==> config.mk <==
export PLATFORM = sky130hd
export DESIGN_NAME = rop_rmw_engine
export DESIGN_NICKNAME = d
export VERILOG_FILES = /design/src/rtl/rop_pkg.sv /design/src/rtl/rop_cfg_regs.sv /design/src/rtl/rop_funnel_shift.sv /design/src/rtl/rop_logic_unit.sv /design/src/rtl/rop_rmw_ctrl.sv /design/src/rtl/rop_rmw_engine.sv
export SDC_FILE = /design/constraint.sdc
export NUM_CORES = 1
export LEC_CHECK = 0
export CAP_MARGIN = 30
export CORE_MARGIN = 1
export CORE_UTILIZATION = 50
export CTS_CLUSTER_DIAMETER = 30
export DETAILED_ROUTE_END_ITERATION = 8
export DONT_BUFFER_PORTS = 1
export REMOVE_ABC_BUFFERS = 1
export SLEW_MARGIN = 20
export SYNTH_ARGS = -nofsm -noshare
export SYNTH_HDL_FRONTEND = slang
export SYNTH_SLANG_ARGS = --single-unit
==> constraint.sdc <==
create_clock -name clk -period 2.6 [get_ports clk]
set_clock_uncertainty 0.1 [all_clocks]
set_input_delay 0.13 -clock clk [delete_from_list [all_inputs] [get_ports clk]]
set_output_delay 0.13 -clock clk [all_outputs]
set_load 0.03 [all_outputs]
==> src/rtl/rop_pkg.sv <==
package rop_pkg;

    typedef enum logic [1:0] {
        ROP_REPLACE = 2'b00,
        ROP_PAINT   = 2'b01,
        ROP_INVERT  = 2'b10,
        ROP_ERASE   = 2'b11
    } rop_fn_e;

    typedef enum logic [1:0] {
        CFG_FN    = 2'b00,
        CFG_MASK  = 2'b01,
        CFG_SHIFT = 2'b10,
        CFG_NONE  = 2'b11
    } cfg_sel_e;

    typedef enum logic [1:0] {
        ST_IDLE  = 2'b00,
        ST_READ  = 2'b01,
        ST_WBACK = 2'b10
    } rmw_state_e;

endpackage

==> src/rtl/rop_cfg_regs.sv <==
module rop_cfg_regs
    import rop_pkg::*;
#(
    parameter int W   = 32,
    parameter int SHW = 5
) (
    input  logic           clk,
    input  logic           rst_n,
    input  logic           cfg_we,
    input  logic [1:0]     cfg_sel,
    input  logic [W-1:0]   cfg_wdata,
    output rop_fn_e        fn,
    output logic [W-1:0]   mask,
    output logic [SHW-1:0] shamt
);

    typedef struct packed {
        rop_fn_e        fn;
        logic [W-1:0]   mask;
        logic [SHW-1:0] shamt;
    } cfg_t;

    cfg_t cfg_d, cfg_q;

    always_comb begin
        cfg_d = cfg_q;
        if (cfg_we) begin
            case (cfg_sel_e'(cfg_sel))
                CFG_FN:    cfg_d.fn    = rop_fn_e'(cfg_wdata[1:0]);
                CFG_MASK:  cfg_d.mask  = cfg_wdata;
                CFG_SHIFT: cfg_d.shamt = cfg_wdata[SHW-1:0];
                default:   cfg_d       = cfg_q;
            endcase
        end
    end

    always_ff @(posedge clk or negedge rst_n) begin
        if (!rst_n) begin
            cfg_q.fn    <= ROP_REPLACE;
            cfg_q.mask  <= '1;
            cfg_q.shamt <= '0;
        end else begin
            cfg_q <= cfg_d;
        end
    end

    assign fn    = cfg_q.fn;
    assign mask  = cfg_q.mask;
    assign shamt = cfg_q.shamt;

endmodule

==> src/rtl/rop_funnel_shift.sv <==
module rop_funnel_shift #(
    parameter int W   = 32,
    parameter int SHW = 5
) (
    input  logic [W-1:0]   prev_word,
    input  logic [W-1:0]   cur_word,
    input  logic [SHW-1:0] shamt,
    output logic [W-1:0]   aligned
);

    localparam int CW = 2 * W;

    logic [CW-1:0] stage [SHW+1];

    assign stage[0] = {prev_word, cur_word};

    for (genvar k = 0; k < SHW; k++) begin : g_stage
        assign stage[k+1] = shamt[k] ? (stage[k] >> (1 << k)) : stage[k];
    end

    assign aligned = W'(stage[SHW]);

endmodule

==> src/rtl/rop_logic_unit.sv <==
module rop_logic_unit
    import rop_pkg::*;
#(
    parameter int W = 32
) (
    input  rop_fn_e      fn,
    input  logic [W-1:0] mask,
    input  logic [W-1:0] dst,
    input  logic [W-1:0] src,
    output logic [W-1:0] result
);

    logic [W-1:0] combined;

    always_comb begin
        case (fn)
            ROP_REPLACE: combined = src;
            ROP_PAINT:   combined = dst | src;
            ROP_INVERT:  combined = dst ^ src;
            ROP_ERASE:   combined = dst & ~src;
            default:     combined = src;
        endcase
        result = (combined & mask) | (dst & ~mask);
    end

endmodule

==> src/rtl/rop_rmw_ctrl.sv <==
module rop_rmw_ctrl
    import rop_pkg::*;
#(
    parameter int W  = 32,
    parameter int AW = 16
) (
    input  logic          clk,
    input  logic          rst_n,
    input  logic          req_valid,
    input  logic          req_line_start,
    input  logic [AW-1:0] req_addr,
    input  logic [W-1:0]  req_src,
    input  logic [W-1:0]  aligned,
    input  rop_fn_e       cfg_fn,
    input  logic [W-1:0]  cfg_mask,
    output logic          req_ready,
    output logic [W-1:0]  carry_word,
    output rop_fn_e       op_fn,
    output logic [W-1:0]  op_mask,
    output logic [W-1:0]  op_src,
    output logic          mem_en,
    output logic          mem_we,
    output logic [AW-1:0] mem_addr
);

    typedef struct packed {
        rmw_state_e    st;
        logic [AW-1:0] addr;
        logic [W-1:0]  src;
        rop_fn_e       fn;
        logic [W-1:0]  mask;
        logic [W-1:0]  carry;
    } ctl_t;

    ctl_t ctl_d, ctl_q;

    always_comb begin
        ctl_d = ctl_q;
        case (ctl_q.st)
            ST_IDLE: begin
                if (req_valid) begin
                    ctl_d.st    = ST_READ;
                    ctl_d.addr  = req_addr;
                    ctl_d.src   = aligned;
                    ctl_d.fn    = cfg_fn;
                    ctl_d.mask  = cfg_mask;
                    ctl_d.carry = req_src;
                end
            end
            ST_READ:  ctl_d.st = ST_WBACK;
            ST_WBACK: ctl_d.st = ST_IDLE;
            default:  ctl_d.st = ST_IDLE;
        endcase
    end

    always_ff @(posedge clk or negedge rst_n) begin
        if (!rst_n) begin
            ctl_q.st    <= ST_IDLE;
            ctl_q.addr  <= '0;
            ctl_q.src   <= '0;
            ctl_q.fn    <= ROP_REPLACE;
            ctl_q.mask  <= '1;
            ctl_q.carry <= '0;
        end else begin
            ctl_q <= ctl_d;
        end
    end

    assign req_ready  = (ctl_q.st == ST_IDLE);
    assign carry_word = req_line_start ? '0 : ctl_q.carry;
    assign op_fn      = ctl_q.fn;
    assign op_mask    = ctl_q.mask;
    assign op_src     = ctl_q.src;
    assign mem_en     = (ctl_q.st != ST_IDLE);
    assign mem_we     = (ctl_q.st == ST_WBACK);
    assign mem_addr   = ctl_q.addr;

endmodule

==> src/rtl/rop_rmw_engine.sv <==
module rop_rmw_engine
    import rop_pkg::*;
#(
    parameter int W  = 32,
    parameter int AW = 16
) (
    input  logic          clk,
    input  logic          rst_n,
    input  logic          cfg_we,
    input  logic [1:0]    cfg_sel,
    input  logic [W-1:0]  cfg_wdata,
    input  logic          req_valid,
    output logic          req_ready,
    input  logic          req_line_start,
    input  logic [AW-1:0] req_addr,
    input  logic [W-1:0]  req_src,
    output logic          mem_en,
    output logic          mem_we,
    output logic [AW-1:0] mem_addr,
    output logic [W-1:0]  mem_wdata,
    input  logic [W-1:0]  mem_rdata
);

    localparam int SHW = $clog2(W);

    rop_fn_e        cfg_fn;
    logic [W-1:0]   cfg_mask;
    logic [SHW-1:0] cfg_shamt;
    logic [W-1:0]   carry_word;
    logic [W-1:0]   aligned;
    rop_fn_e        op_fn;
    logic [W-1:0]   op_mask;
    logic [W-1:0]   op_src;

    rop_cfg_regs #(.W(W), .SHW(SHW)) cfg_i (
        .clk       (clk),
        .rst_n     (rst_n),
        .cfg_we    (cfg_we),
        .cfg_sel   (cfg_sel),
        .cfg_wdata (cfg_wdata),
        .fn        (cfg_fn),
        .mask      (cfg_mask),
        .shamt     (cfg_shamt)
    );

    rop_funnel_shift #(.W(W), .SHW(SHW)) shift_i (
        .prev_word (carry_word),
        .cur_word  (req_src),
        .shamt     (cfg_shamt),
        .aligned   (aligned)
    );

    rop_rmw_ctrl #(.W(W), .AW(AW)) ctrl_i (
        .clk            (clk),
        .rst_n          (rst_n),
        .req_valid      (req_valid),
        .req_line_start (req_line_start),
        .req_addr       (req_addr),
        .req_src        (req_src),
        .aligned        (aligned),
        .cfg_fn         (cfg_fn),
        .cfg_mask       (cfg_mask),
        .req_ready      (req_ready),
        .carry_word     (carry_word),
        .op_fn          (op_fn),
        .op_mask        (op_mask),
        .op_src         (op_src),
        .mem_en         (mem_en),
        .mem_we         (mem_we),
        .mem_addr       (mem_addr)
    );

    rop_logic_unit #(.W(W)) alu_i (
        .fn     (op_fn),
        .mask   (op_mask),
        .dst    (mem_rdata),
        .src    (op_src),
        .result (mem_wdata)
    );

endmodule

Yosys cells after proc, flatten, opt, wreduce, memory -nomap -nowiden
Cells that the tools add are included.
{ "op_classes": {"eq_ne": 8, "muxes": 9, "bitwise_logic": 8, "reduce_logical": 8} }
{ "ops": {"columns": ["cell", "n"], "rows": [
  ["one-hot mux 32 bit (4 select lines)", 1],
  ["2-to-1 mux 116 bit", 1],
  ["bitwise AND 32 bit", 3],
  ["inverter 32 bit", 2],
  ["OR 32 bit", 2],
  ["2-to-1 mux 62 bit", 1],
  ["2-to-1 mux 60 bit", 1],
  ["2-to-1 mux 56 bit", 1],
  ["2-to-1 mux 48 bit", 1],
  ["2-to-1 mux 32 bit", 1],
  ["bitwise XOR 32 bit", 1],
  ["2-to-1 mux 31 bit", 1],
  ["== test 2 bit, second input constant", 4],
  ["AND reduction 2 bit", 4],
  ["== test 2 x 1 -> 1 bit, second input constant", 3],
  ["logical NOT 2 bit", 3],
  ["one-hot mux 2 bit (2 select lines)", 1],
  ["inequality test 2 bit, second input constant", 1],
  ["nonzero test 2 bit", 1]
]} }
{ "word_totals": {"register_bits": 155, "input_bits": 119, "output_inout_bits": 51, "elab_cells": 42} }

Longest topological paths before layout
Gate-level depths: netlist of the first run.
{ "logic_depth": {"word_depth": 8, "depth_mapped": 9, "ltp_nobuf": 7} }

Modules after synthesis
Synthesis of the first run repeated with hierarchy kept, for this count alone.
{ "unflattened": {"hier_cells": 1134, "hier_area_um2": 12475.7} }
{ "by_module_without_submodules": {"columns": ["module", "instances", "cells_per_inst", "area_each_um2", "seq_area_each_um2"], "rows": [
  ["rop_rmw_ctrl", 1, 364, 5180.0, 2942.8],
  ["rop_funnel_shift", 1, 348, 3195.6, 0.0],
  ["rop_logic_unit", 1, 338, 2463.6, 0.0],
  ["rop_cfg_regs", 1, 84, 1636.6, 1016.0]
]} }

Worst setup path after synthesis of the first run
Ideal clock, no wire load.
{ "synth_timing": {"kind": "register to register", "startpoint": "register ctrl_i.ctl_q[114] (netlist bit)", "endpoint": "register, netlist name ctrl_i.op_src[17]", "setup_ns": 0.137, "arrival_ns": 1.944, "required_ns": 2.363, "path_slack_ns": 0.419, "stages_incl_launch_ff": 9, "n_path_buf": 1, "period_less_slack_ns": 2.181, "path_cell_list": "dfrtp_1 > nor2_1 > nand2_2 > clkinv_1 > and2_1 > buf_2 > nand2_1 > a221oi_1 > a2111oi_2"} }
{ "synth_via": {"elab_chain_cells": 2} }
{ "synth_rtl": {"columns": ["element", "line", "text"], "rows": [
  ["start, declared", "rop_rmw_ctrl.sv:35", "ctl_t ctl_d, ctl_q;"],
  ["start signal, assigned", "rop_rmw_ctrl.sv:65", "ctl_q <= ctl_d;"],
  ["logical NOT 2 bit", null, null],
  ["named net req_ready", "rop_rmw_engine.sv:13", "output logic req_ready,"],
  ["AND reduction 2 bit (no line)", null, null]
]} }
The timed path passes the listed nets, and every way through them passes these cells.
A chain may end at the register's enable or synchronous reset.

Final worst setup path of the first run
{ "layout_timing": {"startpoint": "register, netlist name cfg_i.shamt[0]", "endpoint": "register, netlist name ctrl_i.op_src[26]"} }
{ "layout_via": {"elab_chain_cells": 5} }
{ "layout_rtl": {"columns": ["element", "line", "text"], "rows": [
  ["2-to-1 mux 62 bit", "rop_funnel_shift.sv:18", "assign stage[k+1] = shamt[k] ? (stage[k] >> (1 << k)) : stage[k];"],
  ["2-to-1 mux 60 bit", "rop_funnel_shift.sv:18", null],
  ["2-to-1 mux 56 bit", "rop_funnel_shift.sv:18", null],
  ["2-to-1 mux 48 bit", "rop_funnel_shift.sv:18", null],
  ["2-to-1 mux 32 bit", "rop_funnel_shift.sv:18", null]
]} }
No other way between the ends.

==> results of run 1 <==
## area by class of cell
cell class	count	area [um2]	area share, %
sequential	154	3940	29.4
clock buffer	19	433	3.22
timing repair buffer	146	1430	10.7
multi-input combinational	806	6700	49.9
tap	285	357	2.66
inverter	107	403	3.00
clock inverter	13	160	1.19
## flip-flops by register name, summed over array words and instances, names as in the netlist
name / count
ctrl_i.op_src: 32
cfg_i.fn: 2
ctrl_i.op_mask: 32
ctrl_i.ctl_q: 33
cfg_i.shamt: 5
cfg_i.mask: 32
ctrl_i.op_fn: 2
ctrl_i.mem_addr: 16
## report_power, final
| group | internal [mW] | leakage [nW] | switching, mW |
|---|---|---|---|
| Sequential | 3.27 | 1.77 | 0.861 |
| Combinational | 2.63 | 4.06 | 2.96 |
| Clock | 1.45 | 0.281 | 1.15 |
| Total | 7.34 | 6.11 | 4.98 |
## path summary, 6_finish.rpt
kind	from	endpoint	slack, ns	depth (start not counted)
max in group asynchronous	rst_n	cfg_i.mask[1]	2.70	0
min in group clk	req_valid	ctrl_i.op_mask[9]	0.06	4
setup reg to reg	cfg_i.shamt[0]	ctrl_i.op_src[26]	0.13	7
hold reg to reg	cfg_i.mask[6]	ctrl_i.op_mask[6]	0.35	2
setup / recovery	cfg_i.shamt[0]	ctrl_i.op_src[26]	0.13	7
hold / removal	rst_n	ctrl_i.ctl_q[25]	-0.72	0
## what timing repair did
action                                  4_1_cts  5_1_grt
hold endpoints to repair                    245      154
endpoints found under the setup margin        0        1
gates resized for setup                       0        1
buffers inserted                              0        0
## critical path, delay by kind of cell, from the launching register on
kind / cells / cell delay [ns]
buf+inv: 2 / 0.42
compound gates: 3 / 0.52
flops: 1 / 0.67
mux: 2 / 0.65
## cells by family (layout without fill, tap and decap cells)
group,after synthesis,in the layout,share of synthesized area (%)
compound gates,150,150,9.25
fa+ha+maj,64,64,6.91
buf+inv,194,285,8.21
flops,154,154,34.0
mux,200,200,28.1
simple gates,392,392,13.6
## per-layer routing
metal | part of all wire [%] | track usage [%] | vias up | wire [um]
met4 | 2.3 | 9.86 | 0 | 775
li1 | - | - | 4192 | -
met3 | 7.8 | 6.67 | 64 | 2650
met2 | 47 | 47.6 | 391 | 16000
met1 | 43 | 38.9 | 4471 | 14400
met5 | 0 | 0 | - | 0
## synthesized netlist by cell type (3+ instances only)
| cell type | number |
|---|---|
| nor2_1 | 32 |
| ha_1 | 64 |
| a211oi_1 | 3 |
| o32ai_1 | 5 |
| a21oi_1 | 15 |
| nor2b_1 | 6 |
| a221o_1 | 3 |
| a221oi_1 | 7 |
| o22ai_1 | 5 |
| buf_8 | 3 |
| o221ai_1 | 11 |
| dfrtp_1 | 90 |
| buf_1 | 3 |
| buf_2 | 18 |
| o211ai_1 | 11 |
| a32oi_1 | 8 |
| inv_2 | 3 |
| buf_6 | 6 |
| mux4_1 | 9 |
| nand3_1 | 9 |
| nand3b_1 | 3 |
| a21o_1 | 4 |
| and2_1 | 5 |
| nand2b_1 | 4 |
| o31ai_1 | 3 |
| dfstp_2 | 64 |
| o21ai_0 | 48 |
| clkbuf_8 | 3 |
| mux2_2 | 52 |
| buf_4 | 20 |
| mux2i_1 | 56 |
| inv_1 | 102 |
| a22oi_1 | 4 |
| mux4_2 | 82 |
| nand2_1 | 321 |
| clkbuf_1 | 33 |
## metrics by stage
step	utilization, %	TNS [ns]
final	59.1	0
after global routing	59.1	0
after CTS	59.1	0
after detailed placement	52.9	0
after global placement	52.8	0
after floorplan	-	-167.33
==> flow_summary_export.csv, run 1 <==
group,metric,value,unit
outcome,outcome,"finished with violations",
outcome,violations,"negative hold slack",
synthesis,synth-seq-cells,154,
power_and_ir_drop,vdd_drop_max,509,uV
cts,cts_tree,"yes",
synthesis,synth_area,11600,um2
placement,place_congestion,0.934,
flow_run,maxCapViolations,0,
floorplanning,start_util,51.0,%
placement,dp_slack,0.193,ns
sta,whs,-0.717,ns
synthesis,syn_avg_cell_area,10.0,um2
sta,setup_violations,0,
sta,maxSlewViolCount,0,
synthesis,ys.flop_type,"dfrtp_1",
sta,slew_headroom,32.5,%
setup_path,critPathLaunchType,"register",
route,via_count,9118,
global_route,grt_overflow,0,
global_route,grtUsageTotal,29.3,%
synthesis,yosysUniqueCellTypes,67,
final_layout,nets,1415,
final_layout,drive_gt1_share,25.1,%
route,firstDrtPassIters,6,
power_and_ir_drop,p_total,12.3,mW
synthesis,seq_area_frac_synth,34.0,%
setup_path,required,2.83,ns
placement,dp_cells,1415,
sta,clock.fmax,406,MHz
synthesis,synth_edf_count,0,
sta,fin_ws,0.134,ns
power_and_ir_drop,p_leak,6.11,nW
global_route,grt_pass1_wl,52.7,mm
placement,hpwl,24.1,mm
global_route,grt_pass1_vias,9224,
route,drt-wirelength-per-cell,22.1,um
cts,clk_pin_slew_worst_paths,0.07,ns
floorplanning,die_x,154,um
cts,cts_buffer_depth,2,
route,drtIter0Drc,878,
floorplanning,die_y,154,um
final_layout,fin_cells,1530,
sta,hold_violations,154,
floorplanning,rows,55,
final_layout,design_area,13400,um2
synthesis,synth.area.top_cells,"dfrtp_1 19%, mux4_2 16%, dfstp_2 15%",
setup_path,crit_arrival,2.69,ns
final_layout,mostFrequentLayoutCell,"nand2_1",
setup_path,crit_chain,"buf_4, mux2i_1, buf_4, o22ai_2, mux2i_1, a211oi_1, a211o_1",
cts,tritoncts.num_buffers,17,
power_and_ir_drop,power_density,917,nW/um2
synthesis,yosys.area.top_type_share,19.4,%
final_layout,n_fill_cell,1988,
sta,min_period,2.47,ns
cts,postCtsHoldBufs,83,
cts,clock_sinks,154,
synthesis,ys_warn_count,0,
setup_path,critical_path_class,"reg2reg",
setup_path,crit_path_max_incr_delay,0.67,ns
sta,period_share,94.8,%
route,drc,0,
final_layout,syn2layout_area_growth,16.0,%
setup_path,endpoint_kind,"register",
floorplanning,io_pins,170,
global_route,grt_antenna_before_repair,0,
synthesis,netlist_instances,1154,
route,routed_wl,33.8,mm
hold_path,hold_path.class,"in2async",
cts,htree_levels,4,
synthesis,yosysTopAreaCell,"dfrtp_1",
global_route,grt_max_degree,155,
placement,placed_area,12000,um2
floorplanning,core_area,22700,um2
sta,rsz0062_at_grt,"false",
floorplanning,die_area,23800,um2
route,antenna_left,0,
sta,worst_pin_slew,1.00,ns
final_layout,layout_common_cells,"321 x nand2_1, 102 x inv_1, 85 x dfrtp_1",
setup_path,cp_slowest_cell,"dfrtp_2",
placement,port-buffer-count,0,
setup_path,crit_fanout,16,
cts,insertion_delay,0.44,ns
route,post_drt_via_cell_ratio,5.96,
final_layout,antenna_cells,0,
synthesis,async_flop_share,100,%
cts,clock-root-buffer,"clkbuf_16",
No activity file was read; power rests on OpenSTA's default activity.
==> inputs of run 2 (changes only) <==
--- a/config.mk
+++ b/config.mk
@@ -11,6 +11,7 @@
 export CTS_CLUSTER_DIAMETER = 30
 export DETAILED_ROUTE_END_ITERATION = 8
 export DONT_BUFFER_PORTS = 1
+export MAX_ROUTING_LAYER = met4
 export REMOVE_ABC_BUFFERS = 1
 export SLEW_MARGIN = 20
 export SYNTH_ARGS = -nofsm -noshare
==> flow_summary_export.csv, run 2 (same netlist as run 1, synthesis figures left out) <==
group,metric,value,unit
outcome,outcome,"finished with violations",
outcome,violations,"negative hold slack",
sta,clock.fmax,405,MHz
final_layout,design_area,13500,um2
placement,place_congestion,0.938,
sta,slew_headroom,31.2,%
cts,clock_sinks,154,
placement,placed_area,12000,um2
power_and_ir_drop,p_int,7.37,mW
sta,setup_tns,0,ns
cts,post_cts_buffers,0,
setup_path,r2r-start,"cfg_i.shamt[1]",
final_layout,n_fill_cell,1919,
setup_path,endpoint_kind,"register",
sta,period_share,95.0,%
setup_path,rr_worst_depth,6,
final_layout,nets,1419,
cts,clk_pin_slew_worst_paths,0.07,ns
final_layout,drive_gt1_share,25.6,%
cts,cts_buffer_depth,2,
floorplanning,die_area,23800,um2
route,met3_length,2.41,mm
route,antenna_left,0,
route,drt-wirelength-per-cell,22.5,um
setup_path,critical_path_class,"reg2reg",
final_layout,layout_common_cells,"321 x nand2_1, 102 x inv_1, 85 x dfrtp_1",
sta,hold_violations,154,
sta,setup_violations,0,
sta,min_period,2.47,ns
power_and_ir_drop,clkPwrFrac,21.4,%
power_and_ir_drop,switching_share,40.7,%
cts,postCtsHoldBufs,82,
global_route,grt_pass1_wl,54.1,mm
power_and_ir_drop,combPwrFrac,45.3,%
route,met2_wirelength,16.3,mm
global_route,grt_overflow,0,
setup_path,critPathLaunchType,"register",
route,drt-met1-wl,15.1,mm
hold_path,hold_path.class,"in2async",
final_layout,regMostFlops,"ctrl_i.ctl_q",
sta,whs,-0.721,ns
setup_path,crit_path_frequent_cell,"mux2i_1",
floorplanning,die_x,154,um
setup_path,crit_chain,"buf_4, mux4_2, mux2i_1, mux2i_1, a221oi_1, a21oi_1",
global_route,grtUsageTotal,31.0,%
setup_path,required,2.82,ns
final_layout,fin_cells,1534,
final_layout,antenna_cells,0,
global_route,grt_antenna_before_repair,0,
route,drtIter0Drc,834,
placement,port-buffer-count,0,
sta,worst_pin_slew,1.02,ns
sta,rsz0062_at_grt,"false",
flow_run,maxCapViolations,0,
sta,maxSlewViolCount,0,
floorplanning,io_pins,170,
cts,cts_tree,"yes",
route,via_count,9281,
global_route,grt_max_degree,155,
power_and_ir_drop,switchingPower,5.07,mW
sta,fin_ws,0.131,ns
setup_path,cp_slowest_cell,"mux4_2",
cts,htree_levels,4,
placement,dp_cells,1420,
floorplanning,start_util,51.0,%
setup_path,crit_arrival,2.69,ns
route,drc,0,
power_and_ir_drop,p_leak,6.14,nW
power_and_ir_drop,vdd_drop_max,367,uV
setup_path,worstSetupStartpoint,"cfg_i.shamt[1]",
floorplanning,core_area,22700,um2
placement,dp_slack,0.164,ns
cts,tritoncts.num_buffers,17,
final_layout,largest_reg_flops,33,
power_and_ir_drop,power_density,924,nW/um2
setup_path,crit_path_max_incr_delay,0.57,ns
route,post_drt_via_cell_ratio,6.05,
global_route,grt_pass1_vias,9362,
placement,hpwl,24.5,mm
cts,clock-root-buffer,"clkbuf_16",
cts,insertion_delay,0.44,ns
route,top_layer_used,"met4",
final_layout,syn2layout_area_growth,16.2,%
setup_path,crit_fanout,20,
final_layout,mostFrequentLayoutCell,"nand2_1",
floorplanning,rows,55,
power_and_ir_drop,p_total,12.4,mW
floorplanning,die_y,154,um
power_and_ir_drop,seq_power_share,33.3,%
route,routed_wl,34.5,mm
final_layout,utilization,59.3,%
route,firstDrtPassIters,5,
-- run 2: layer usage --
layer | vias to the layer above | GRT usage, %
met5 | - | -
met4 | 0 | 9.67
met3 | 60 | 5.52
met2 | 395 | 48.3
met1 | 4613 | 41.4
li1 | 4213 | -
-- run 2: repair_timing --
item | CTS | global route
endpoints found under the hold margin | 244 | 154
setup endpoints to repair | 0 | 2
gates resized for setup | 0 | 1
-- run 2: final timing paths --
| path | to | slack [ns] |
|---|---|---|
| min | ctrl_i.op_src[27] | -0.72 |
| max | ctrl_i.op_src[8] | 0.13 |
| min in group clk | ctrl_i.op_src[27] | 0.04 |
| max in group asynchronous | ctrl_i.op_mask[9] | 2.72 |
| max reg2reg | ctrl_i.op_src[8] | 0.13 |
| min reg2reg | ctrl_i.op_mask[27] | 0.34 |
-- run 2: final cells by class --
type / count / area (um2) / area share [%]
clock buffer: 17 / 425 / 3.16
clock inverter: 15 / 186 / 1.38
inverter: 107 / 403 / 2.99
multi-input combinational: 806 / 6700 / 49.8
sequential: 154 / 3940 / 29.3
tap: 285 / 357 / 2.65
timing repair buffer: 150 / 1440 / 10.7
-- run 2: worst max-delay path, delay by kind of cell, from the launching register on --
kind                   cells  cell delay [ns]
AO/OA/AOI/OAI              2             0.38
buffers and inverters      1             0.33
flip-flops                 1             0.48
multiplexers               3             1.06
-- run 2: power by group through the flow --
stage	clock [mW]	sequential, mW	combinational, mW
floorplan	0	4.08	3.78
global placement	0	4.16	5.36
detailed placement	0	4.17	5.48
CTS	2.71	4.14	5.61
global route	2.78	4.25	6.13
finish	2.66	4.15	5.64
